File: src/rtl/fa_cache_pkg.sv
package fa_cache_pkg;
  typedef enum logic [1:0] {
    ST_IDLE = 2'd0,
    ST_MREQ = 2'd1,
    ST_MWAIT = 2'd2,
    ST_RESP = 2'd3
  } fill_state_e;
endpackage

File: src/rtl/fa_tag_match.sv
module fa_tag_match #(
  parameter int ENTRIES = 4,
  parameter int TAG_W = 30,
  localparam int IDX_W = (ENTRIES > 1) ? $clog2(ENTRIES) : 1
) (
  input  logic [ENTRIES-1:0][TAG_W-1:0] tags_i,
  input  logic [ENTRIES-1:0]            valid_i,
  input  logic [TAG_W-1:0]              tag_i,
  output logic [ENTRIES-1:0]            hit_vec_o,
  output logic                          hit_o,
  output logic [IDX_W-1:0]              hit_idx_o
);
  for (genvar g = 0; g < ENTRIES; g++) begin : g_cmp
    assign hit_vec_o[g] = valid_i[g] && (tags_i[g] == tag_i);
  end

  assign hit_o = |hit_vec_o;

  always_comb begin
    hit_idx_o = '0;
    for (int i = 0; i < ENTRIES; i++) begin
      if (hit_vec_o[i]) hit_idx_o = IDX_W'(i);
    end
  end
endmodule

File: src/rtl/fa_victim_sel.sv
module fa_victim_sel #(
  parameter int ENTRIES = 4,
  localparam int IDX_W = (ENTRIES > 1) ? $clog2(ENTRIES) : 1
) (
  input  logic               clk_i,
  input  logic               rst_ni,
  input  logic [ENTRIES-1:0] valid_i,
  input  logic               advance_i,
  output logic [IDX_W-1:0]   victim_o
);
  logic [IDX_W-1:0] rr_q;

  // lowest-index invalid entry wins, pointer otherwise
  always_comb begin
    victim_o = rr_q;
    for (int i = ENTRIES - 1; i >= 0; i--) begin
      if (!valid_i[i]) victim_o = IDX_W'(i);
    end
  end

  always_ff @(posedge clk_i or negedge rst_ni) begin
    if (!rst_ni) begin
      rr_q <= '0;
    end else if (advance_i) begin
      rr_q <= (rr_q == IDX_W'(ENTRIES - 1)) ? '0 : rr_q + 1'b1;
    end
  end
endmodule

File: src/rtl/fa_word_cache.sv
module fa_word_cache
  import fa_cache_pkg::*;
#(
  parameter int ADDR_W = 32,
  parameter int DATA_W = 32,
  parameter int ENTRIES = 4
) (
  input  logic              clk_i,
  input  logic              rst_ni,
  input  logic              cpu_req_valid_i,
  output logic              cpu_req_ready_o,
  input  logic [ADDR_W-1:0] cpu_addr_i,
  output logic              cpu_rsp_valid_o,
  output logic [DATA_W-1:0] cpu_rsp_data_o,
  output logic              mem_req_valid_o,
  input  logic              mem_req_ready_i,
  output logic [ADDR_W-1:0] mem_addr_o,
  input  logic              mem_rsp_valid_i,
  input  logic [DATA_W-1:0] mem_rsp_data_i
);
  localparam int OFF_W = $clog2(DATA_W / 8);
  localparam int TAG_W = ADDR_W - OFF_W;
  localparam int IDX_W = (ENTRIES > 1) ? $clog2(ENTRIES) : 1;

  fill_state_e state_q, state_d;

  logic [ENTRIES-1:0][TAG_W-1:0]  tag_q;
  logic [ENTRIES-1:0][DATA_W-1:0] data_q;
  logic [ENTRIES-1:0]             valid_q;
  logic [TAG_W-1:0]               miss_tag_q;
  logic [DATA_W-1:0]              rsp_q;

  logic [ENTRIES-1:0] hit_vec;
  logic               hit;
  logic [IDX_W-1:0]   hit_idx;
  logic [IDX_W-1:0]   victim;
  logic               refill;
  logic [TAG_W-1:0]   req_tag;

  assign req_tag = cpu_addr_i[ADDR_W-1:OFF_W];

  fa_tag_match #(
    .ENTRIES(ENTRIES),
    .TAG_W  (TAG_W)
  ) u_match (
    .tags_i   (tag_q),
    .valid_i  (valid_q),
    .tag_i    (req_tag),
    .hit_vec_o(hit_vec),
    .hit_o    (hit),
    .hit_idx_o(hit_idx)
  );

  assign refill = (state_q == ST_MWAIT) && mem_rsp_valid_i;

  fa_victim_sel #(
    .ENTRIES(ENTRIES)
  ) u_victim (
    .clk_i    (clk_i),
    .rst_ni   (rst_ni),
    .valid_i  (valid_q),
    .advance_i(refill),
    .victim_o (victim)
  );

  always_comb begin
    state_d = state_q;
    unique case (state_q)
      ST_IDLE:  if (cpu_req_valid_i && !hit) state_d = ST_MREQ;
      ST_MREQ:  if (mem_req_ready_i) state_d = ST_MWAIT;
      ST_MWAIT: if (mem_rsp_valid_i) state_d = ST_RESP;
      ST_RESP:  state_d = ST_IDLE;
      default:  state_d = ST_IDLE;
    endcase
  end

  always_ff @(posedge clk_i or negedge rst_ni) begin
    if (!rst_ni) begin
      state_q    <= ST_IDLE;
      miss_tag_q <= '0;
    end else begin
      state_q <= state_d;
      if (state_q == ST_IDLE && cpu_req_valid_i && !hit) miss_tag_q <= req_tag;
    end
  end

  always_ff @(posedge clk_i or negedge rst_ni) begin
    if (!rst_ni) begin
      valid_q <= '0;
      tag_q   <= '0;
      data_q  <= '0;
      rsp_q   <= '0;
    end else if (refill) begin
      valid_q[victim] <= 1'b1;
      tag_q[victim]   <= miss_tag_q;
      data_q[victim]  <= mem_rsp_data_i;
      rsp_q           <= mem_rsp_data_i;
    end
  end

  logic idle_hit;
  assign idle_hit = (state_q == ST_IDLE) && cpu_req_valid_i && hit;

  assign cpu_req_ready_o = idle_hit || (state_q == ST_RESP);
  assign cpu_rsp_valid_o = idle_hit || (state_q == ST_RESP);
  assign cpu_rsp_data_o  = (state_q == ST_RESP) ? rsp_q : data_q[hit_idx];
  assign mem_req_valid_o = (state_q == ST_MREQ);
  assign mem_addr_o      = {miss_tag_q, {OFF_W{1'b0}}};
endmodule

File: config.mk
export PLATFORM = sky130hd
export DESIGN_NAME = fa_word_cache
export DESIGN_NICKNAME = d
export VERILOG_FILES = /design/src/rtl/fa_cache_pkg.sv /design/src/rtl/fa_tag_match.sv /design/src/rtl/fa_victim_sel.sv /design/src/rtl/fa_word_cache.sv
export SDC_FILE = /design/constraint.sdc
export NUM_CORES = 1
export LEC_CHECK = 0
export BUFFER_PORTS_ARGS = -buffer_cell sky130_fd_sc_hd__buf_2
export CORE_MARGIN = 2
export CORE_UTILIZATION = 45
export CTS_BUF_LIST = sky130_fd_sc_hd__clkbuf_16
export DETAILED_ROUTE_END_ITERATION = 10
export GPL_ROUTABILITY_DRIVEN = 0
export HOLD_SLACK_MARGIN = 0.05
export SLEW_MARGIN = 25
export SYNTH_ARGS = -nofsm -noshare
export SYNTH_HDL_FRONTEND = slang
export SYNTH_SLANG_ARGS = --single-unit
File: constraint.sdc
create_clock -name clk_i -period 5.8 [get_ports clk_i]
set_clock_uncertainty 0.15 [all_clocks]
set_input_delay 0.29 -clock clk_i [delete_from_list [all_inputs] [get_ports clk_i]]
set_output_delay 0.29 -clock clk_i [all_outputs]
set_load 0.01 [all_outputs]
==> impl_results.md, run 1 <==
* Worst-Margin Slew at 0.9253 ns
* Routed Antenna Nets at 0
* Worst VDD drop at between 0.2 and 0.25 mV
* Crit path launch: cpu_addr_i[10]
* Average cell area after synthesis at between 10 and 15 um^2
* IO buf count at roughly 130
* Mapped cell area at 0.01516 mm^2
* Period utilisation layout at 75.67%
* Nets at between 1000 and 1500
* CP required at 5.36 ns
* Slew margin rel. at a little under two fifths
* Synth async-reset ratio at 100.0%
* DP HPWL at approximately 22000 um
* Clock transition at path regs at around 0.06 ns
* Routed WL at approximately 35000 um
* Type of the worst setup path: in2out
* Fmax at between 200 and 250 MHz
* DR iter-0 viols at 536
* Clk buf depth at 3
* Cell row count at 67
* Max Slew Vio Count at 0
* DRC Markers at 0
* Final worst slack at roughly 1.4 ns
* WL per Instance at roughly 20 um
* Worst slack, placed at a little over 2 ns
* CP Max Fanout at 33
* TritonCTS clock tree: built
* Vias at 9496
* Starting Density at about 45%
* Ys flop type: dfrtp_1
* Pleak at around 8.3 nW
* I/O pin cnt at between 100 and 150
* Hold Fails Final Rpt at 0
* R2r startpoint: tag_q[81]
* Hold crit path type: in2async
* Htree depth at 2
* Netlist cell types at 51
* Synth Register Bits at between 300 and 400
* PwrDens at roughly 520 mW/mm^2
* Post-synth EDFFs at 0
* CTS Buf Count at 36
* Fill count at 2963
* Endpoints failing setup at 0
* Total clock sinks at around 320
* Chip Height at roughly 190 um
* Sequential-to-total area share from yosys stat at between 50% and 60%
* Area Overhead vs Synth at 16.66%
* Final Critical Period at around 4.4 ns
* Vias in the first global route at around 9800
* Initial antenna violation count at 0
* Critical Path AT at between 3 and 4 ns
* First-pass GRT wire length at 56880 um
* Gr ovfl total at 0
* Util after Layout at 53.02%
* N_diodes at 0
* Post-layout total power at between 9 and 10 mW
* DRT Pass-1 Iters at 5
* Core outline area at 0.03336 mm^2
* Worst-Skew Late Latency at approximately 0.5 ns
* Post_cts resized at 0
* Setup TNS at 0 ns
* Drt via density at 5.341
* RSZ-0062 raised after global routing: no
* Crit end category: output pin
* Share of cells above drive strength 1 at between 20% and 30%
* Status: completed
* WHS at ~0.15 ns
* Largest net degree at the start of global routing at approximately 130
* Max cap viols at 0
* Syn. warnings at 0
* Root buf cell: clkbuf_16
* Post-Synthesis Cells at 1147
* Die ar. at 0.03518 mm^2
* Worst Setup Start Kind: input pin
* Gr usage total at roughly a fifth
* Die Wd at ~190 um
==> per-stage QoR <==
step	cells	cell area, um^2
6_report	1778	17690
5_1_grt	1778	17690
4_1_cts	1778	17680
3_5_place_dp	1653	15980
3_3_place_gp	1653	15980
2_1_floorplan	1148	15170
==> routing by layer <==
metal  share of wire [%]  GRT usage (%)
met4                 1.7          4.664
met3                 4.2          3.013
met1                  49          30.68
met2                  45          31.79
met5                   0              0
==> sequential cells by signal (all words and copies together) (netlist names) <==
name	flops
data_q	128
tag_q	120
rsp_q	32
miss_tag_q	30
valid_q	4
state_q	2
u_victim.rr_q	2
==> report_power, final <==
| part | internal (mW) | switching, mW |
|---|---|---|
| Clock | 1.19 | 0.869 |
| Sequential | 3.30 | 0.717 |
| Combinational | 1.68 | 1.51 |
==> critical path, stage by stage <==
cell and delay (ns):
dlygate4sd3_1 0.53, buf_2 0.17, xnor2_1 0.39, nand3_1 0.16, nor4b_1 0.34, and3_1 0.20
buf_4 0.43, or2_1 0.41, buf_4 0.42, a211oi_1 0.08, a211o_1 0.34, buf_2 0.15
==> worst paths after layout <==
kind                                      end  slack (ns)  depth (start not counted)
max                        cpu_rsp_data_o[26]        1.41                         12
min reg2reg                         data_q[5]        0.33                          1
min in group clk_i                 state_q[1]        0.21                          4
max in group asynchronous      miss_tag_q[20]        4.08                          3
min                             miss_tag_q[8]        0.15                          2
max reg2reg                    miss_tag_q[10]        2.17                          7
==> cells in the mapped netlist, types with 24 or more instances <==
| master | instances | share of area, % |
|---|---|---|
| nor2_1 | 60 | 1.5 |
| mux2_2 | 123 | 9.1 |
| xnor2_1 | 85 | 4.9 |
| a211oi_1 | 24 | 1.2 |
| nand4_1 | 34 | 1.4 |
| a211o_1 | 32 | 1.8 |
| mux2i_1 | 32 | 2.1 |
| nand2_1 | 53 | 1.3 |
| xor2_1 | 34 | 2.0 |
| mux2_4 | 30 | 3.0 |
| mux2_1 | 158 | 12 |
| clkbuf_1 | 27 | 0.67 |
| buf_2 | 34 | 1.1 |
| dfrtp_1 | 318 | 52 |
==> logic make-up (layout without fill, tap and decap cells) <==
kind of cell	after synthesis	count (layout)	share of synthesized area, %
mux	343	343	25.95
flops	318	318	52.48
simple gates	187	187	6.147
xor+xnor	119	119	6.873
buf+inv	95	277	3.845
compound gates	78	78	4.191
fa+ha+maj	6	6	0.4950
other cells	1	2	0.02473
==> cell usage in the layout, fill, tap and decap left out, drive strengths merged, types with 4 or more instances in the layout <==
cell	instances
clkbuf	37
a211o	32
dfrtp	318
nor3	5
mux2i	32
xnor2	85
nand4	35
nand3	7
ha	6
nor4	14
inv	15
nor2	60
nor4b	4
mux2	311
xor2	34
dlygate4sd3	65
o211ai	10
a211oi	24
buf	146
nand2	54
clkinv	13
==> cell type report <==
type	instances	area, um^2	area share (%)
Multi-Input combinational cell	735	6660	37.65
Timing Repair Buffer	211	1441	8.148
Sequential cell	318	7958	44.98
Tap cell	448	560.5	3.169
Clock inverter	23	122.6	0.6931
Inverter	6	22.52	0.1273
Clock buffer	37	925.9	5.234
==> what timing repair did <==
item / 4_1_cts / 5_1_grt
hold buffers: 65 / 0
endpoints found under the hold margin: 254 / 0
setup buffers: 0 / 0
No activity file was read; power rests on OpenSTA's default activity.
==> run 2, diff against run 1 <==
Settings changed: ABC_AREA set to 1, PLACE_DENSITY set to 0.65.
Clock period 5.8 ns to 3.6 ns, I/O delays scaled along.
==> run 2 against run 1 <==
  * Die area increased by 13%
  * Total power rose by 65%
  * Sequential cell count stayed put
  * Cell count rose by 76%
  * Final area up 14%
  * Sequential power increased by 51%
  * Critical path type is now reg2reg
  * Core utilization grew 0.65 points
  * Clock-buffer cell count is 1 higher
  * Worst setup slack lost 1.3 ns
  * Clock power is 78% higher
  * Register-to-register slack lost 2.1 ns
==> impl_results.md, run 2 <==
* Nets at about 2700
* CTS Buf Count at 37
* Root buf cell: clkbuf_16
* Sw Ratio at between 30% and 40%
* RSZ-0062 raised after global routing: no
* Cell row count at 71
* I/O pin cnt at about 140
* Mapped cell area at roughly 0.017 mm^2
* Period utilisation layout at 97.81%
* Max cap viols at 0
* Worst VDD drop at between 0.5 and 0.6 mV
* CP Max Fanout at 33
* Post-Synthesis Cells at about 2400
* Synth async-reset ratio at 100.0%
* Top cells by area, synth: dfrtp_1 46%, nand2_1 21%, o21ai_0 7.8%
* Vias at 15950
* WL per Instance at roughly 16 um
* Largest net degree at the start of global routing at approximately 110
* Slew margin rel. at about two fifths
* Setup TNS at 0 ns
* PwrDens at between 700 and 800 mW/mm^2
* Ys flop type: dfrtp_1
* Drt via density at around 5.1
* Core outline area at 0.03758 mm^2
* Most frequent cells in the layout: 957 x nand2_1, 319 x inv_1, 318 x dfrtp_1, 268 x o21ai_0, 137 x nor2_1
* CP max stage cell: dlygate4sd3_1
* Gr usage total at roughly a quarter
* Syn. warnings at 0
* Largest registers: data_q: 128 flops, tag_q: 120 flops, rsp_q: 32 flops
* Sequential-to-total area share from yosys stat at a little under half
* Clock transition at path regs at about 0.06 ns
* Netlist cell types at 38
* Average cell area after synthesis at 7.029 um^2
* Initial antenna violation count at 1
* First-pass GRT wire length at approximately 80000 um
* Internal at a little over 9 mW
* Worst path top cell family by delay: buffers and inverters
* Routed WL at 51220 um
* Status: completed
* Die Wd at between 150 and 200 um
* Setup bufs post-CTS at 0
* Clk buf depth at 3
* Reg area at roughly 0.0080 mm^2
* Synth top cells by count: 961 x nand2_1, 318 x dfrtp_1, 309 x inv_1
* DP HPWL at 35370 um
* Hold crit path type: in2async
* Starting Density at between 40% and 50%
* Hold Fails Final Rpt at 0
* Vias in the first global route at between 15000 and 20000
* Chip Height at ~200 um
* Comb power frac at a little over a third
* Endpoints failing setup at 0
* Synth Register Bits at 318
* Pleak at between 10 and 15 nW
* Fill count at approximately 3600
* Fmax at approximately 280 MHz
* Die ar. at about 0.040 mm^2
* P_sw at roughly 6.1 mW
* DRC Markers at 0
* Htree depth at 2
* Reg power frac at between 30% and 40%
* Leading area contributor after synthesis: dfrtp_1
* CP required at between 3 and 4 ns
* Commonest non-fill, non-tap cell in the layout: nand2_1
* Crit-path max cell delay at roughly 0.55 ns
* Worst-Skew Late Latency at 0.56 ns
* Type of the worst setup path: reg2reg
* Most frequent cell after synthesis: nand2_1
* Multi-input logic area at 0.007437 mm^2
* Worst-Margin Slew at ~0.87 ns
* N_diodes at 0
* Max reg flops at ~130
* Area Overhead vs Synth at 17.50%
* Share of cells above drive strength 1 at between 10 and 15%
* Max Slew Vio Count at 0
* Critical Path AT at 3.81 ns
* Final Critical Period at between 3 and 4 ns
* Clock share of power at a little under a quarter
* Worst Setup Start Kind: register
* Gr ovfl total at 0
* Routed Antenna Nets at 0
* DR iter-0 viols at 1473
* Post-synth EDFFs at 0
* Most frequent CP cell: nand2_1
* Total clock sinks at around 320
* TritonCTS clock tree: built
* Worst Path Buf+Inv at 4
* Crit end category: register
* CP cell instances: xnor2_1 > nand2_1 > nor2_1 > nand2_1 > nor2_1 > nand2_2 > nand2_2 > buf_12 > inv_1 > nand3_1 > nand2_1 > nand3_1 > dlygate4sd3_1 > nand2_1 > dlygate4sd3_1
* Yosys top cell area share at 46.36%
* Largest reg by FF count: data_q
* DRT Pass-1 Iters at 6
* IO buf count at ~130
* WHS at approximately 0.14 ns
-- run 2: routing by layer --
layer	wire (um)	GRT usage (%)
met1	23010	36.97
met2	22400	41.19
met3	4026	5.603
met4	1778	10.34
met5	13	0
-- run 2: cells by family (layout without fill, tap and decap cells) --
group                    after synthesis  in the layout  synth area share [%]
buffers and inverters                453            636                 10.74
XOR/XNOR                              35             35                 1.830
flip-flops                           318            318                 46.36
other                                  1              2               0.02185
AND/OR/NAND/NOR                     1303           1303                 30.43
adder cells (fa/ha/maj)                6              6                0.4374
multiplexers                           1              1               0.06560
AO/OA/AOI/OAI                        325            325                 10.11
-- run 2: worst reg2reg max path, delay by kind of cell, from the launching register on --
family,cells,cell delay [ns]
buf+inv,4,1.46
simple gates,10,0.92
flops,1,0.39
xor+xnor,1,0.50
-- run 2: path summary, 6_finish.rpt --
path | startpoint | to | slack (ns) | cells after the start
setup reg to reg | tag_q[108] | state_q[0] | 0.08 | 15
hold / removal | rst_ni | miss_tag_q[15] | 0.14 | 2
hold reg to reg | data_q[124] | data_q[124] | 0.33 | 2
max in group asynchronous | rst_ni | tag_q[32] | 2.20 | 3
setup / recovery | tag_q[108] | state_q[0] | 0.08 | 15
min in group clk_i | mem_rsp_data_i[11] | data_q[43] | 0.23 | 4
-- run 2: power groups by stage --
stage,Combinational [mW],Sequential [mW],Clock (mW)
finish,5.61,6.06,3.66
global route,6.44,6.25,3.89
CTS,5.56,6.05,3.75
detailed placement,5.45,6.09,0
global placement,5.30,6.03,0
floorplan,3.73,5.90,0
-- run 2: metrics by stage --
stage	worst slack [ns]	cells	util [%]	instance area, um^2	power (mW)
4_1_cts	0.1769	3137	53.57	20130	15.35
3_5_place_dp	0.8848	3003	48.62	18270	11.54
6_report	0.07880	3137	53.67	20170	15.33
2_1_floorplan	1.461	2443	-	17170	9.622
5_1_grt	0.001839	3137	53.67	20170	16.58
3_3_place_gp	0.8810	3003	48.62	18270	11.33
-- run 2: timing repair --
| item | in CTS | in global routing |
|---|---|---|
| setup endpoints to repair | 0 | 26 |
| gates resized for setup | 0 | 5 |
| endpoints found under the hold margin | 297 | 0 |
| hold buffers | 68 | 0 |
-- run 2: final cells by class --
class / count / share of cell area, %
clock buffers: 38 / 4.715
inverters: 340 / 6.328
flip-flops and latches: 318 / 39.46
clock inverters: 28 / 1.129
well taps: 511 / 3.170
repair buffers: 230 / 8.326
multi-input cells: 1672 / 36.88
